===== src/rtl/ep0_out_rxbuf.sv =====
module ep0_out_rxbuf #(
  parameter int DEPTH = 8
) (
  input  logic       clk,
  input  logic       rst_n,
  input  logic       tok_out,
  input  logic       tok_in,
  input  logic       rx_valid,
  input  logic [7:0] rx_byte,
  input  logic       rx_eop,
  output logic       hs_ack,
  output logic       hs_nak,
  output logic       stage_end,
  output logic       irq,
  input  logic [1:0] cpu_addr,
  input  logic       cpu_wr,
  input  logic       cpu_rd,
  input  logic [1:0] cpu_wdata,
  output logic [7:0] cpu_rdata
);
  localparam int CNT_W = $clog2(DEPTH + 1);
  localparam int IDX_W = (DEPTH > 1) ? $clog2(DEPTH) : 1;
  localparam logic [CNT_W-1:0] FULL = CNT_W'(DEPTH);
  localparam logic [1:0] A_FLAG = 2'd0;
  localparam logic [1:0] A_TRIG = 2'd1;
  localparam logic [1:0] A_SIZE = 2'd2;
  localparam logic [1:0] A_DATA = 2'd3;

  logic [7:0]       mem [DEPTH];
  logic [CNT_W-1:0] wptr, rptr;
  logic             free, in_pkt, accept, stage_on;
  logic             rxdone, ovf;

  wire has_data = (rptr != wptr);
  wire pop      = cpu_rd && cpu_addr == A_DATA && has_data;
  wire trig     = cpu_wr && cpu_addr == A_TRIG && cpu_wdata[0];
  wire flag_wr  = cpu_wr && cpu_addr == A_FLAG;
  wire take     = in_pkt && accept && rx_valid;
  wire room     = wptr < FULL;

  assign irq = rxdone;

  always_ff @(posedge clk)
    if (take && room) mem[wptr[IDX_W-1:0]] <= rx_byte;

  always_ff @(posedge clk) begin
    if (!rst_n) begin
      wptr      <= '0;
      rptr      <= '0;
      free      <= 1'b1;
      in_pkt    <= 1'b0;
      accept    <= 1'b0;
      stage_on  <= 1'b0;
      rxdone    <= 1'b0;
      ovf       <= 1'b0;
      hs_ack    <= 1'b0;
      hs_nak    <= 1'b0;
      stage_end <= 1'b0;
    end else begin
      hs_ack    <= 1'b0;
      hs_nak    <= 1'b0;
      stage_end <= 1'b0;
      if (flag_wr) begin
        rxdone <= rxdone & cpu_wdata[0];
        ovf    <= ovf & cpu_wdata[1];
      end
      if (tok_out) begin
        in_pkt   <= 1'b1;
        accept   <= free;
        stage_on <= 1'b1;
      end
      if (tok_in) begin
        stage_end <= stage_on;
        stage_on  <= 1'b0;
      end
      if (take) begin
        if (room) wptr <= wptr + 1'b1;
        else      ovf  <= 1'b1;
      end
      if (in_pkt && rx_eop) begin
        in_pkt <= 1'b0;
        if (accept) begin
          hs_ack <= 1'b1;
          free   <= 1'b0;
          rxdone <= 1'b1;
        end else begin
          hs_nak <= 1'b1;
        end
      end
      if (pop) rptr <= rptr + 1'b1;
      if (trig) begin
        wptr <= '0;
        rptr <= '0;
        free <= 1'b1;
      end
    end
  end

  always_comb begin
    case (cpu_addr)
      A_FLAG:  cpu_rdata = {6'd0, ovf, rxdone};
      A_SIZE:  cpu_rdata = 8'(wptr);
      A_DATA:  cpu_rdata = has_data ? mem[rptr[IDX_W-1:0]] : 8'd0;
      default: cpu_rdata = 8'd0;
    endcase
  end

  p_hs_excl_r2: assert property (@(posedge clk) disable iff (!rst_n)
    !(hs_ack && hs_nak));
  p_ack_locks_r4: assert property (@(posedge clk) disable iff (!rst_n)
    hs_ack |-> (!free && rxdone));
  p_nak_keeps_r3: assert property (@(posedge clk) disable iff (!rst_n)
    hs_nak |-> $stable(wptr));
  p_no_overflow_r9: assert property (@(posedge clk) disable iff (!rst_n)
    wptr <= FULL && rptr <= wptr);
  p_empty_read_r6: assert property (@(posedge clk) disable iff (!rst_n)
    (cpu_rd && cpu_addr == A_DATA && !has_data) |=> $stable(rptr));
  p_release_r8: assert property (@(posedge clk) disable iff (!rst_n)
    (cpu_wr && cpu_addr == A_TRIG && cpu_wdata[0]) |=> (free && wptr == '0));
  p_stage_end_r10: assert property (@(posedge clk) disable iff (!rst_n)
    stage_end |-> !stage_on);
endmodule


===== config.mk =====
export PLATFORM = sky130hd
export DESIGN_NAME = ep0_out_rxbuf
export DESIGN_NICKNAME = d
export VERILOG_FILES = /design/src/rtl/ep0_out_rxbuf.sv
export SDC_FILE = /design/constraint.sdc
export NUM_CORES = 1
export LEC_CHECK = 0
export BUFFER_PORTS_ARGS = -buffer_cell sky130_fd_sc_hd__buf_2
export CAP_MARGIN = 25
export CORE_MARGIN = 1.5
export CORE_UTILIZATION = 40
export CTS_CLUSTER_DIAMETER = 200
export DETAILED_ROUTE_END_ITERATION = 6
export HOLD_SLACK_MARGIN = 0.05
export PLACE_DENSITY_LB_ADDON = 0.1
export SETUP_SLACK_MARGIN = 0.1
export SLEW_MARGIN = 20
export SYNTH_ARGS = -nofsm -noshare
export SYNTH_HDL_FRONTEND = slang
export SYNTH_SLANG_ARGS = --single-unit

===== constraint.sdc =====
create_clock -name clk -period 2.2 [get_ports clk]
set_clock_uncertainty 0.05 [all_clocks]
set_input_delay 0.22 -clock clk [delete_from_list [all_inputs] [get_ports clk]]
set_output_delay 0.22 -clock clk [all_outputs]
set_load 0.005 [all_outputs]

==> key figures <==
Die
  – I/O pin count: 32
  – Die Area: 0.00901 mm^2
  – Row count: 33
  – Die width: 94.9 um
  – Initial Utilization: 0.411
  – Die Y: 94.9 um
  – Core area: 0.00822 mm^2

Detailed routing
  – Top Layer Used: met4
  – Via count: 1769
  – Routed wire per std cell: 17.6 um
  – Drc violations: 0
  – Met2 WL post-DR: 3070 um
  – Met1 Wirelength: 2970 um
  – DRT Wirelength: 6340 um
  – Post-route ant nets: 0
  – WL met3: 227 um
  – Vias/cell: 4.90
  – 1st-pass router iterations: 4
  – Detailed Route Iter0 Violations: 68

Synth
  – Gate Count Post-Synth: 196
  – Post-synth cell types: 35
  – Ys async rst share: 0
  – Post-synth top area share: 0.568
  – Ys flop type: edfxtp_1
  – Register area share after synthesis: 0.687
  – Synth top area cells: edfxtp_1 57%, dfxtp_1 12%, mux4_1 11%
  – Cell taking the most area after synthesis: edfxtp_1
  – Post-Syn Nets: 218
  – Post-synth EDFFs: 64
  – #FFs+latches synth: 84
  – Syn avg cell area: 17.2 um^2
  – Synthesized cell area: 0.00338 mm^2
  – Synthesis warning total: 0

STA
  – Minimum clock period: 2.08 ns
  – Final setup viols: 0
  – Max Slew Vio Count: 0
  – Final period utilization: 0.945
  – Fmax: 481 MHz
  – Final hold vios: 0
  – RSZ-0062 raised after global routing: yes
  – Total negative slack: 0 ns
  – Slew HR: 0.618
  – Measured slew at the worst slew-check pin: 0.572 ns

Outcome
  – Status: completed

Clock network
  – CTS sink count: 84
  – Clk buf depth: 2
  – Htree depth: 3
  – Clk Latency, worst-skew pair: 0.35 ns
  – Root Driver: clkbuf_8
  – Clock transition at path regs: 0.09 ns
  – CTS tree: yes
  – TritonCTS buffer count: 9

Worst setup path
  – WP data arrival: 1.81 ns
  – R2r endpoint: mem[0][7]$_DFFE_PP_
  – Worst path slowest cell: mux4_2
  – Critical path's largest stage delay: 0.53 ns
  – Crit Reg-Reg Startpoint: in_pkt$_SDFFE_PP0P_
  – CP Capture Type: output pin
  – CP max FO: 7
  – R2R setup slack: 0.52 ns
  – Worst Path Required: 1.93 ns
  – Worst path cell trace: buf_12, mux4_2, mux2i_4, o21ai_2, buf_2
  – Crit start category: flop
  – Worst r2r path cells: 4
  – Critical path type: flop to output pin

Worst hold path
  – WHS Endpoint: mem[3][2]$_DFFE_PP_
  – HP Class: input port to flop
  – Hold path depth: 1
  – Hold Crit Start: rx_byte[2]

Global route
  – Antenna violations before repair: 0
  – First-pass GRT wire length: 9750 um
  – Total GRT Usage: 0.157
  – Largest net degree at the start of global routing: 16
  – Vias in the first global route: 1793
  – Overflow after GRT: 0

Placement
  – DP HPWL: 4330 um
  – IO buf count: 31
  – Placed Area: 0.00374 mm^2
  – Placer Congestion: 0.732

Cells and area
  – Finished Cell Area: 0.00399 mm^2
  – # diodes: 0
  – Ratio of cells with drive above 1 in the final layout: 0.344
  – Layout area overhead: 18.1%
  – Final net count: 273

Run
  – Max cap viols: 0

Pwr
  – Max VDD drop: 360 uV
  – Pleak: 0.00140 uW
  – Power Density: 754 mW/mm^2
where the power goes:
| part | switching, uW | internal [uW] | leakage [uW] |
|---|---|---|---|
| Sequential | 7.72 | 1710 | 0.000740 |
| Clock | 563 | 647 | 0.000108 |
| Combinational | 46.4 | 36.6 | 0.000553 |
| Total | 617 | 2390 | 0.00140 |
registers in the layout, summed over array words and instances (netlist names), named ones only:
name       flops
free           1
stage_on       1
irq            1
stage_end      1
in_pkt         1
accept         1
hs_nak         1
ovf            1
hs_ack         1
mem           64
rptr           4
wptr           4
cell type report:
class / count / area, um^2
fill: 722 / 4230
sequential: 84 / 2330
multi-input combinational: 103 / 967
timing repair buffer: 52 / 339
tap: 105 / 131
clock buffer: 9 / 124
clock inverter: 7 / 97.6
inverter: 1 / 3.75
cells by family after synthesis:
group | after synthesis | share of synthesized area
muxes | 29 | 0.161
AOI/OAI and AO/OA | 13 | 0.0281
DFF | 84 | 0.687
adders and majority gates | 2 | 0.00740
buffers and inverters | 9 | 0.0196
xor gates and xnor gates | 6 | 0.0155
and+or+nand+nor | 53 | 0.0818
Yosys cell counts, types with 2 or more instances:
master	instances
mux2i_1	13
xnor2_1	5
nand2b_1	7
mux4_2	2
dfxtp_1	20
edfxtp_1	64
and4b_1	3
ha_1	2
nand2_1	11
nor2_1	15
nor3_1	2
nand4_1	4
nand3_1	4
mux4_1	14
buf_2	4
o22ai_1	2
nor2b_1	3
o21ai_0	4
layer usage:
| metal | vias up | track usage |
|---|---|---|
| met4 | 0 | 0.0522 |
| li1 | 869 | - |
| met3 | 8 | 0.0435 |
| met2 | 28 | 0.250 |
| met5 | - | 0 |
| met1 | 864 | 0.207 |
through the flow:
step           hold WS [ns]  total power, uW  setup WS (ns)  utilization  instances
5_1_grt              0.0849             3110         0.0496        0.486        361
3_5_place_dp          0.359             1830          0.283        0.455        342
3_3_place_gp          0.346             1830          0.318        0.455        342
2_1_floorplan         0.246             1790          0.362            -        196
4_1_cts              0.0675             3040         0.0319        0.486        361
6_report             0.0847             3010          0.122        0.486        361
worst max-delay path: cells and delay by family, from the launching register on:
kind                   cells  cell delay (ns)
AOI/OAI and AO/OA          1             0.09
buffers and inverters      2             0.27
DFF                        1             0.38
muxes                      2             0.72
placed cells by master (no fill, tap or decap), types with 4 or more instances in the layout:
master,synthesis,layout
edfxtp_1,64,64
buf_2,4,31
dfxtp_1,20,17
buf_4,1,17
nor2_1,15,15
mux4_2,2,14
mux2i_1,13,11
nand2_1,11,11
clkbuf_8,0,9
nand2b_1,7,7
xnor2_1,5,5
nand4_1,4,4
nand3_1,4,4
what timing repair did:
item | in CTS | in global routing
hold endpoints to repair | 1 | 0
pin swaps | 0 | 2
buffers inserted | 2 | 0
hold buffers | 1 | 0
resized for setup | 10 | 18
endpoints found under the setup margin | 5 | 8
worst max path at each step:
stage / cells past startpoint / slack (ns) / startpoint / end
floorplan: 3 / 0.36 / in_pkt$_SDFFE_PP0P_ / mem[0][0]$_DFFE_PP_
global placement: 5 / 0.32 / flop / cpu_rdata[2]
detailed placement: 5 / 0.28 / flop / cpu_rdata[2]
CTS: 5 / 0.03 / flop / cpu_rdata[2]
global route: 5 / 0.05 / flop / cpu_rdata[2]
finish: 5 / 0.12 / flop / cpu_rdata[2]
No activity file was read; power rests on OpenSTA's default activity.
